===== src/rtl/sif_pkg.sv =====
package sif_pkg;

    localparam int SIF_DW  = 32;
    localparam int SIF_NCH = 8;

    typedef enum logic [1:0] {
        ACC_NONE = 2'd0,
        ACC_RD   = 2'd1,
        ACC_WR   = 2'd2
    } acc_e;

    typedef struct packed {
        logic              vld;
        logic [SIF_DW-1:0] data;
    } word_t;

    // Isolate lowest set bit: fixed priority, index 0 first.
    function automatic logic [SIF_NCH-1:0] low_grant(input logic [SIF_NCH-1:0] req);
        return req & (~req + {{(SIF_NCH-1){1'b0}}, 1'b1});
    endfunction

endpackage


===== src/rtl/sif_store.sv =====
module sif_store
    import sif_pkg::*;
#(
    parameter int DEPTH = 8,
    parameter int CW    = $clog2(DEPTH + 1)
) (
    input  logic              clk,
    input  logic              rst,
    input  logic              flush,
    input  word_t             push,
    input  logic              pop,
    output logic [SIF_DW-1:0] head,
    output logic [CW-1:0]     cnt,
    output logic              full,
    output logic              empty
);
    localparam int AW = (DEPTH > 1) ? $clog2(DEPTH) : 1;

    logic [SIF_DW-1:0] mem [DEPTH];
    logic [AW-1:0]     wp, rp;

    function automatic logic [AW-1:0] nxt(input logic [AW-1:0] p);
        return (p == AW'(DEPTH - 1)) ? '0 : p + AW'(1);
    endfunction

    always_ff @(posedge clk) begin
        if (push.vld && !flush)
            mem[wp] <= push.data;
    end

    always_ff @(posedge clk) begin
        if (rst || flush) begin
            wp  <= '0;
            rp  <= '0;
            cnt <= '0;
        end else begin
            if (push.vld) wp <= nxt(wp);
            if (pop)      rp <= nxt(rp);
            cnt <= cnt + CW'(push.vld) - CW'(pop);
        end
    end

    assign head  = mem[rp];
    assign full  = (cnt == CW'(DEPTH));
    assign empty = (cnt == '0);


    fill_bound_chk: assert property (@(posedge clk) disable iff (rst)
        cnt <= CW'(DEPTH));

    no_push_full_chk: assert property (@(posedge clk) disable iff (rst)
        full |-> !push.vld);

    no_pop_empty_chk: assert property (@(posedge clk) disable iff (rst)
        empty |-> !pop);

endmodule


===== src/rtl/sif_arb.sv =====
module sif_arb
    import sif_pkg::*;
(
    input  logic                      clk,
    input  logic                      rst,
    input  logic [SIF_NCH-1:0]        chan_req,
    input  logic [SIF_NCH*SIF_DW-1:0] chan_data,
    input  acc_e                      acc,
    input  logic [SIF_DW-1:0]         core_wdata,
    input  logic [SIF_DW-1:0]         head,
    input  logic                      full,
    input  logic                      empty,
    input  logic                      nostall,
    input  logic                      enable,
    input  logic                      flush,
    output logic [SIF_NCH-1:0]        chan_ack,
    output logic                      core_rdy,
    output logic [SIF_DW-1:0]         core_rdata,
    output word_t                     push,
    output logic                      pop,
    output logic                      drop
);
    logic [SIF_NCH-1:0] gnt;
    logic [SIF_DW-1:0]  sel;
    logic               core_push;

    always_comb begin
        gnt = low_grant(chan_req);
        sel = '0;
        for (int i = 0; i < SIF_NCH; i++)
            if (gnt[i]) sel = chan_data[i*SIF_DW +: SIF_DW];
    end

    always_comb begin
        chan_ack   = '0;
        core_rdy   = 1'b0;
        core_rdata = '0;
        push       = '0;
        pop        = 1'b0;
        drop       = 1'b0;
        core_push  = 1'b0;
        if (!flush) begin
            unique case (acc)
                ACC_WR: begin
                    if (!full) begin
                        core_rdy  = 1'b1;
                        push.vld  = 1'b1;
                        push.data = core_wdata;
                        core_push = 1'b1;
                    end else if (nostall) begin
                        core_rdy = 1'b1;
                    end
                end
                ACC_RD: begin
                    if (!empty) begin
                        core_rdy   = 1'b1;
                        pop        = 1'b1;
                        core_rdata = head;
                    end else if (nostall) begin
                        core_rdy = 1'b1;
                    end
                end
                default: ;
            endcase
            if (enable && (|chan_req) && !core_push) begin
                if (!full) begin
                    chan_ack  = gnt;
                    push.vld  = 1'b1;
                    push.data = sel;
                end else if (nostall) begin
                    chan_ack = gnt;
                    drop     = 1'b1;
                end
            end
        end
    end


    ack_onehot_chk: assert property (@(posedge clk) disable iff (rst)
        $onehot0(chan_ack));

    dis_no_ack_chk: assert property (@(posedge clk) disable iff (rst)
        !enable |-> (chan_ack == '0));

    ack_has_req_chk: assert property (@(posedge clk) disable iff (rst)
        ((chan_ack & ~chan_req) == '0));

endmodule


===== src/rtl/sif_stat.sv =====
module sif_stat #(
    parameter int DEPTH = 8,
    parameter int TW    = 4,
    parameter int CW    = $clog2(DEPTH + 1)
) (
    input  logic          clk,
    input  logic          rst,
    input  logic          enable,
    input  logic          ovf_clr,
    input  logic          drop,
    input  logic [CW-1:0] cnt,
    input  logic [TW-1:0] thresh,
    output logic          flush,
    output logic          ovf,
    output logic          irq
);
    logic en_q;

    always_ff @(posedge clk) begin
        if (rst) begin
            en_q <= 1'b0;
            ovf  <= 1'b0;
        end else begin
            en_q <= enable;
            if (drop)         ovf <= 1'b1;
            else if (ovf_clr) ovf <= 1'b0;
        end
    end

    assign flush = en_q && !enable;
    assign irq   = (32'(cnt) > 32'(thresh));


    ovf_set_chk: assert property (@(posedge clk) disable iff (rst)
        drop |=> ovf);

    ovf_clr_chk: assert property (@(posedge clk) disable iff (rst)
        (ovf_clr && !drop) |=> !ovf);

    flush_empties_chk: assert property (@(posedge clk) disable iff (rst)
        flush |=> (cnt == '0));

endmodule


===== src/rtl/sif_infifo.sv =====
module sif_infifo
    import sif_pkg::*;
#(
    parameter int DEPTH = 8,
    parameter int TW    = 4,
    parameter int CW    = $clog2(DEPTH + 1)
) (
    input  logic                      clk,
    input  logic                      rst,
    input  logic [SIF_NCH-1:0]        chan_req,
    input  logic [SIF_NCH*SIF_DW-1:0] chan_data,
    output logic [SIF_NCH-1:0]        chan_ack,
    input  logic                      core_req,
    input  logic                      core_we,
    input  logic [SIF_DW-1:0]         core_wdata,
    output logic [SIF_DW-1:0]         core_rdata,
    output logic                      core_rdy,
    input  logic [TW-1:0]             cfg_thresh,
    input  logic                      cfg_nostall,
    input  logic                      cfg_dma_en,
    input  logic                      cfg_enable,
    input  logic                      cfg_ovf_clr,
    output logic                      irq,
    output logic                      ovf_flag,
    output logic [CW-1:0]             fill_cnt,
    output logic                      dma_en
);
    acc_e              acc;
    word_t             push;
    logic              pop, drop, flush, full, empty;
    logic [SIF_DW-1:0] head;

    assign acc    = !core_req ? ACC_NONE : (core_we ? ACC_WR : ACC_RD);
    assign dma_en = cfg_dma_en;

    sif_store #(.DEPTH(DEPTH), .CW(CW)) u_store (
        .clk(clk), .rst(rst), .flush(flush), .push(push), .pop(pop),
        .head(head), .cnt(fill_cnt), .full(full), .empty(empty)
    );

    sif_arb u_arb (
        .clk(clk), .rst(rst), .chan_req(chan_req), .chan_data(chan_data),
        .acc(acc), .core_wdata(core_wdata), .head(head), .full(full),
        .empty(empty), .nostall(cfg_nostall), .enable(cfg_enable),
        .flush(flush), .chan_ack(chan_ack), .core_rdy(core_rdy),
        .core_rdata(core_rdata), .push(push), .pop(pop), .drop(drop)
    );

    sif_stat #(.DEPTH(DEPTH), .TW(TW), .CW(CW)) u_stat (
        .clk(clk), .rst(rst), .enable(cfg_enable), .ovf_clr(cfg_ovf_clr),
        .drop(drop), .cnt(fill_cnt), .thresh(cfg_thresh),
        .flush(flush), .ovf(ovf_flag), .irq(irq)
    );


    rd_hold_chk: assert property (@(posedge clk) disable iff (rst)
        (core_req && !core_we && fill_cnt == '0 && !cfg_nostall) |-> !core_rdy);

    wr_hold_chk: assert property (@(posedge clk) disable iff (rst)
        (core_req && core_we && fill_cnt == CW'(DEPTH) && !cfg_nostall) |-> !core_rdy);

    wr_discard_chk: assert property (@(posedge clk) disable iff (rst)
        (core_req && core_we && fill_cnt == CW'(DEPTH) && cfg_nostall && !flush)
        |=> (fill_cnt == CW'(DEPTH)));

    flush_no_rdy_chk: assert property (@(posedge clk) disable iff (rst)
        flush |-> !core_rdy);

endmodule


===== config.mk =====
export PLATFORM = sky130hd
export DESIGN_NAME = sif_infifo
export DESIGN_NICKNAME = d
export VERILOG_FILES = /design/src/rtl/sif_pkg.sv /design/src/rtl/sif_store.sv /design/src/rtl/sif_arb.sv /design/src/rtl/sif_stat.sv /design/src/rtl/sif_infifo.sv
export SDC_FILE = /design/constraint.sdc
export NUM_CORES = 1
export LEC_CHECK = 0
export ABC_AREA = 1
export BUFFER_PORTS_ARGS = -buffer_cell sky130_fd_sc_hd__buf_2
export CORE_MARGIN = 5
export CORE_UTILIZATION = 49
export DETAILED_ROUTE_END_ITERATION = 16
export GPL_ROUTABILITY_DRIVEN = 1
export GPL_TIMING_DRIVEN = 0
export PLACE_DENSITY = 0.82
export SKIP_CTS_REPAIR_TIMING = 1
export SLEW_MARGIN = 10
export SYNTH_ARGS = -nofsm -noshare
export SYNTH_HDL_FRONTEND = slang
export SYNTH_SLANG_ARGS = --single-unit
export TNS_END_PERCENT = 10

===== constraint.sdc =====
create_clock -name clk -period 3.6 [get_ports clk]
set_clock_uncertainty 0.15 [all_clocks]
set_input_delay 0.72 -clock clk [delete_from_list [all_inputs] [get_ports clk]]
set_output_delay 0.72 -clock clk [all_outputs]
set_load 0.02 [all_outputs]

==> flow_summary.ini <==
[outcome]
run_status = finished, final reports clean

[critical_path]
worstSetupPathDepth = 9
worst-path-max-fanout = 10
worstPathBufferInverterCount = 5
endpoint_kind = output pin
cp_cell_sequence = clkbuf_4, inv_2, buf_2, clkbuf_1, nor2_1, o32ai_1, o21ai_1, nor2_1, buf_2
crit_type = reg -> out
cp_top_family = buffers and inverters
cp.required_ns = 2.73
start_kind = flop
crit_arrival_ns = 2.66
slowest_stage = clkbuf_1
rr_worst_depth = 8
cp_slowest_stage_delay_ns = 0.48

[power]
cellLeakagePower_nw = 7.363
power_density_nw_per_um2 = 471.7
ir_drop_mv = 0.3128

[synth]
syn_inst = 1584
syn-cell-area_sq_um = 14100
yosysSeqAreaShare_pct = 56.67
synthDistinctLibCells = 34
ys_warn_count = 0
syn_nets = 1907
synthFlopType = edfxtp_1
synth-seq-cells = 271
async_flop_share_pct = 0
syn_avg_cell_area_sq_um = 8.899
synth_edf_count = 256

[detailed_routing]
antenna_left = 0
drtIter0Drc = 1368
dr.pass1.iters = 7
drt_wl_total_microns = 52470
dr_total_vias = 13594
post_drt_wl_per_cell_microns = 22.08
routed_via_density = 5.721
route.detailed.drc = 0

[placement]
place_hpwl_microns = 40180
placed_area_sq_um = 16590
gp_congestion = 1.002
pre_cts_ws_ns = 0.1338
port_buffers = 351

[sta]
fmax_ghz = 0.2832
rsz0062_at_grt = false
hold_ws_ns = 0.2733
fin_crit_ns = 3.531
setup_viol = 0
hold_viol_final = 0
drv_slew = 0
tns_ns = 0
max-slew-margin-rel_pct = 41.84
timing.final.ws_setup_ns = 0.06942
worst_pin_slew_ns = 0.8724
timing.final.crit_share_pct = 98.07

[global_routing]
use_met3_pct = 3.456
overflow = 0
use_met1_pct = 38.20
grt_pass1_wl_microns = 77340
use_met2_pct = 54.45
grt_usage_pct = 30.66
antenna_found_initial = 8
grt_pass1_vias = 13469
grt_max_degree = 26
grt_busiest_layer = met2

[flow_run]
max-cap-violations = 0

[clock_network]
cts-root-buf = clkbuf_16
path_clk_slew_ns = 0.07
clock_path_buffers = 3
cts.sinks = 271
cts_tree = done
worstSkewPairLatency_ns = 0.51
numCtsBuffers = 23
ctsHtreeMaxLevel = 1

[layout]
post-route-cell-area_sq_um = 17320
area_delta_synth_final_pct = 22.84
layout.nets = 2291
drive_above_1_share_pct = 23.84
nFillCells = 2488

[floorplanning]
fp-row-count = 62
die-area_sq_um = 32260
start_util_pct = 49.38
die_x_microns = 179.6
die_h_microns = 179.6
core_area_sq_um = 28550
pin_count = 356

[hold_path]
min_path_cells = 2
hold_class = in -> reg
-- power by group --
part	leakage (nW)	switching [mW]	internal, mW	total (mW)
combinational	4.54	1.36	0.665	2.02
sequential	2.49	0.0737	3.75	3.83
clock	0.332	1.07	1.25	2.32
-- area by class of cell --
| cell class | count | area (sq um) | share of cell area (%) |
|---|---|---|---|
| flip-flops and latches | 271 | 7988 | 46.13 |
| multi-input cells | 1104 | 5308 | 30.65 |
| repair buffers | 359 | 1954 | 11.29 |
| clock buffers | 30 | 601.8 | 3.476 |
| plain buffers | 108 | 506.7 | 2.927 |
| well taps | 384 | 480.5 | 2.775 |
| inverters | 101 | 379.1 | 2.189 |
| clock inverters | 11 | 77.57 | 0.4480 |
| diodes | 8 | 20.02 | 0.1156 |
-- Yosys cell counts (15+ instances only) --
cell / instances / area, sq um
nand2_1: 221 / 829.6
nand4_1: 32 / 200.2
clkbuf_1: 58 / 217.7
nand3b_1: 32 / 240.2
edfxtp_1: 256 / 7687
o21ai_0: 72 / 360.4
o21ai_1: 29 / 145.1
a21oi_1: 41 / 205.2
nand3_1: 105 / 525.5
nor2_1: 472 / 1772
inv_1: 92 / 345.3
dfxtp_1: 15 / 300.3
buf_2: 36 / 180.2
o32ai_1: 64 / 560.5
-- cell usage in the layout, fill, tap and decap left out, types with 14 or more instances in the layout --
cell,n
inv_1,92
nand4_1,32
o21ai_1,29
nor2_1,464
clkbuf_16,23
buf_2,385
clkbuf_1,58
edfxtp_1,256
o21ai_0,72
a21oi_1,41
nand3_1,105
nand3b_1,32
dfxtp_1,15
ha_1,14
nand2_1,221
o32ai_1,64
-- logic make-up (layout without fill, tap and decap cells) --
group | count (synthesis) | after routing | synth area share [%]
other | 0 | 8 | 0
XOR/XNOR | 1 | 1 | 0.06215
flip-flops | 271 | 271 | 56.67
adder cells (fa/ha/maj) | 15 | 15 | 1.385
AO/OA/AOI/OAI | 208 | 208 | 9.152
buffers and inverters | 209 | 609 | 6.151
AND/OR/NAND/NOR | 880 | 880 | 26.58
-- sequential cells by signal, indices dropped and copies added, names as in the netlist, named ones only --
register / cells
u_stat.en_q: 1
u_stat.ovf: 1
u_store.cnt: 4
u_store.mem: 256
u_store.rp: 3
u_store.wp: 3
-- layer usage --
metal | routed length, microns | up-vias
li1 | - | 6189
met1 | 18850 | 6362
met2 | 26730 | 914
met3 | 4568 | 129
met4 | 2314 | 0
met5 | 0 | -
-- metrics by stage --
stage	instances	util [%]	total power, mW
3_5_place_dp	2327	58.12	5.852
4_1_cts	2368	60.50	8.121
2_1_floorplan	1584	-	5.031
3_3_place_gp	2319	57.21	5.729
5_1_grt	2376	60.65	8.490
6_report	2376	60.65	8.168
-- final timing paths --
kind / start / to / slack [ns]
worst min-delay path: rst / u_stat.ovf / 0.27
worst max register to register: u_store.cnt[2] / u_store.mem[3][13] / 0.47
worst max-delay path: flop / core_rdata[21] / 0.07
worst min register to register: u_stat.ovf / u_stat.ovf / 0.33
Note: power is estimated with default switching activity, not from simulation.
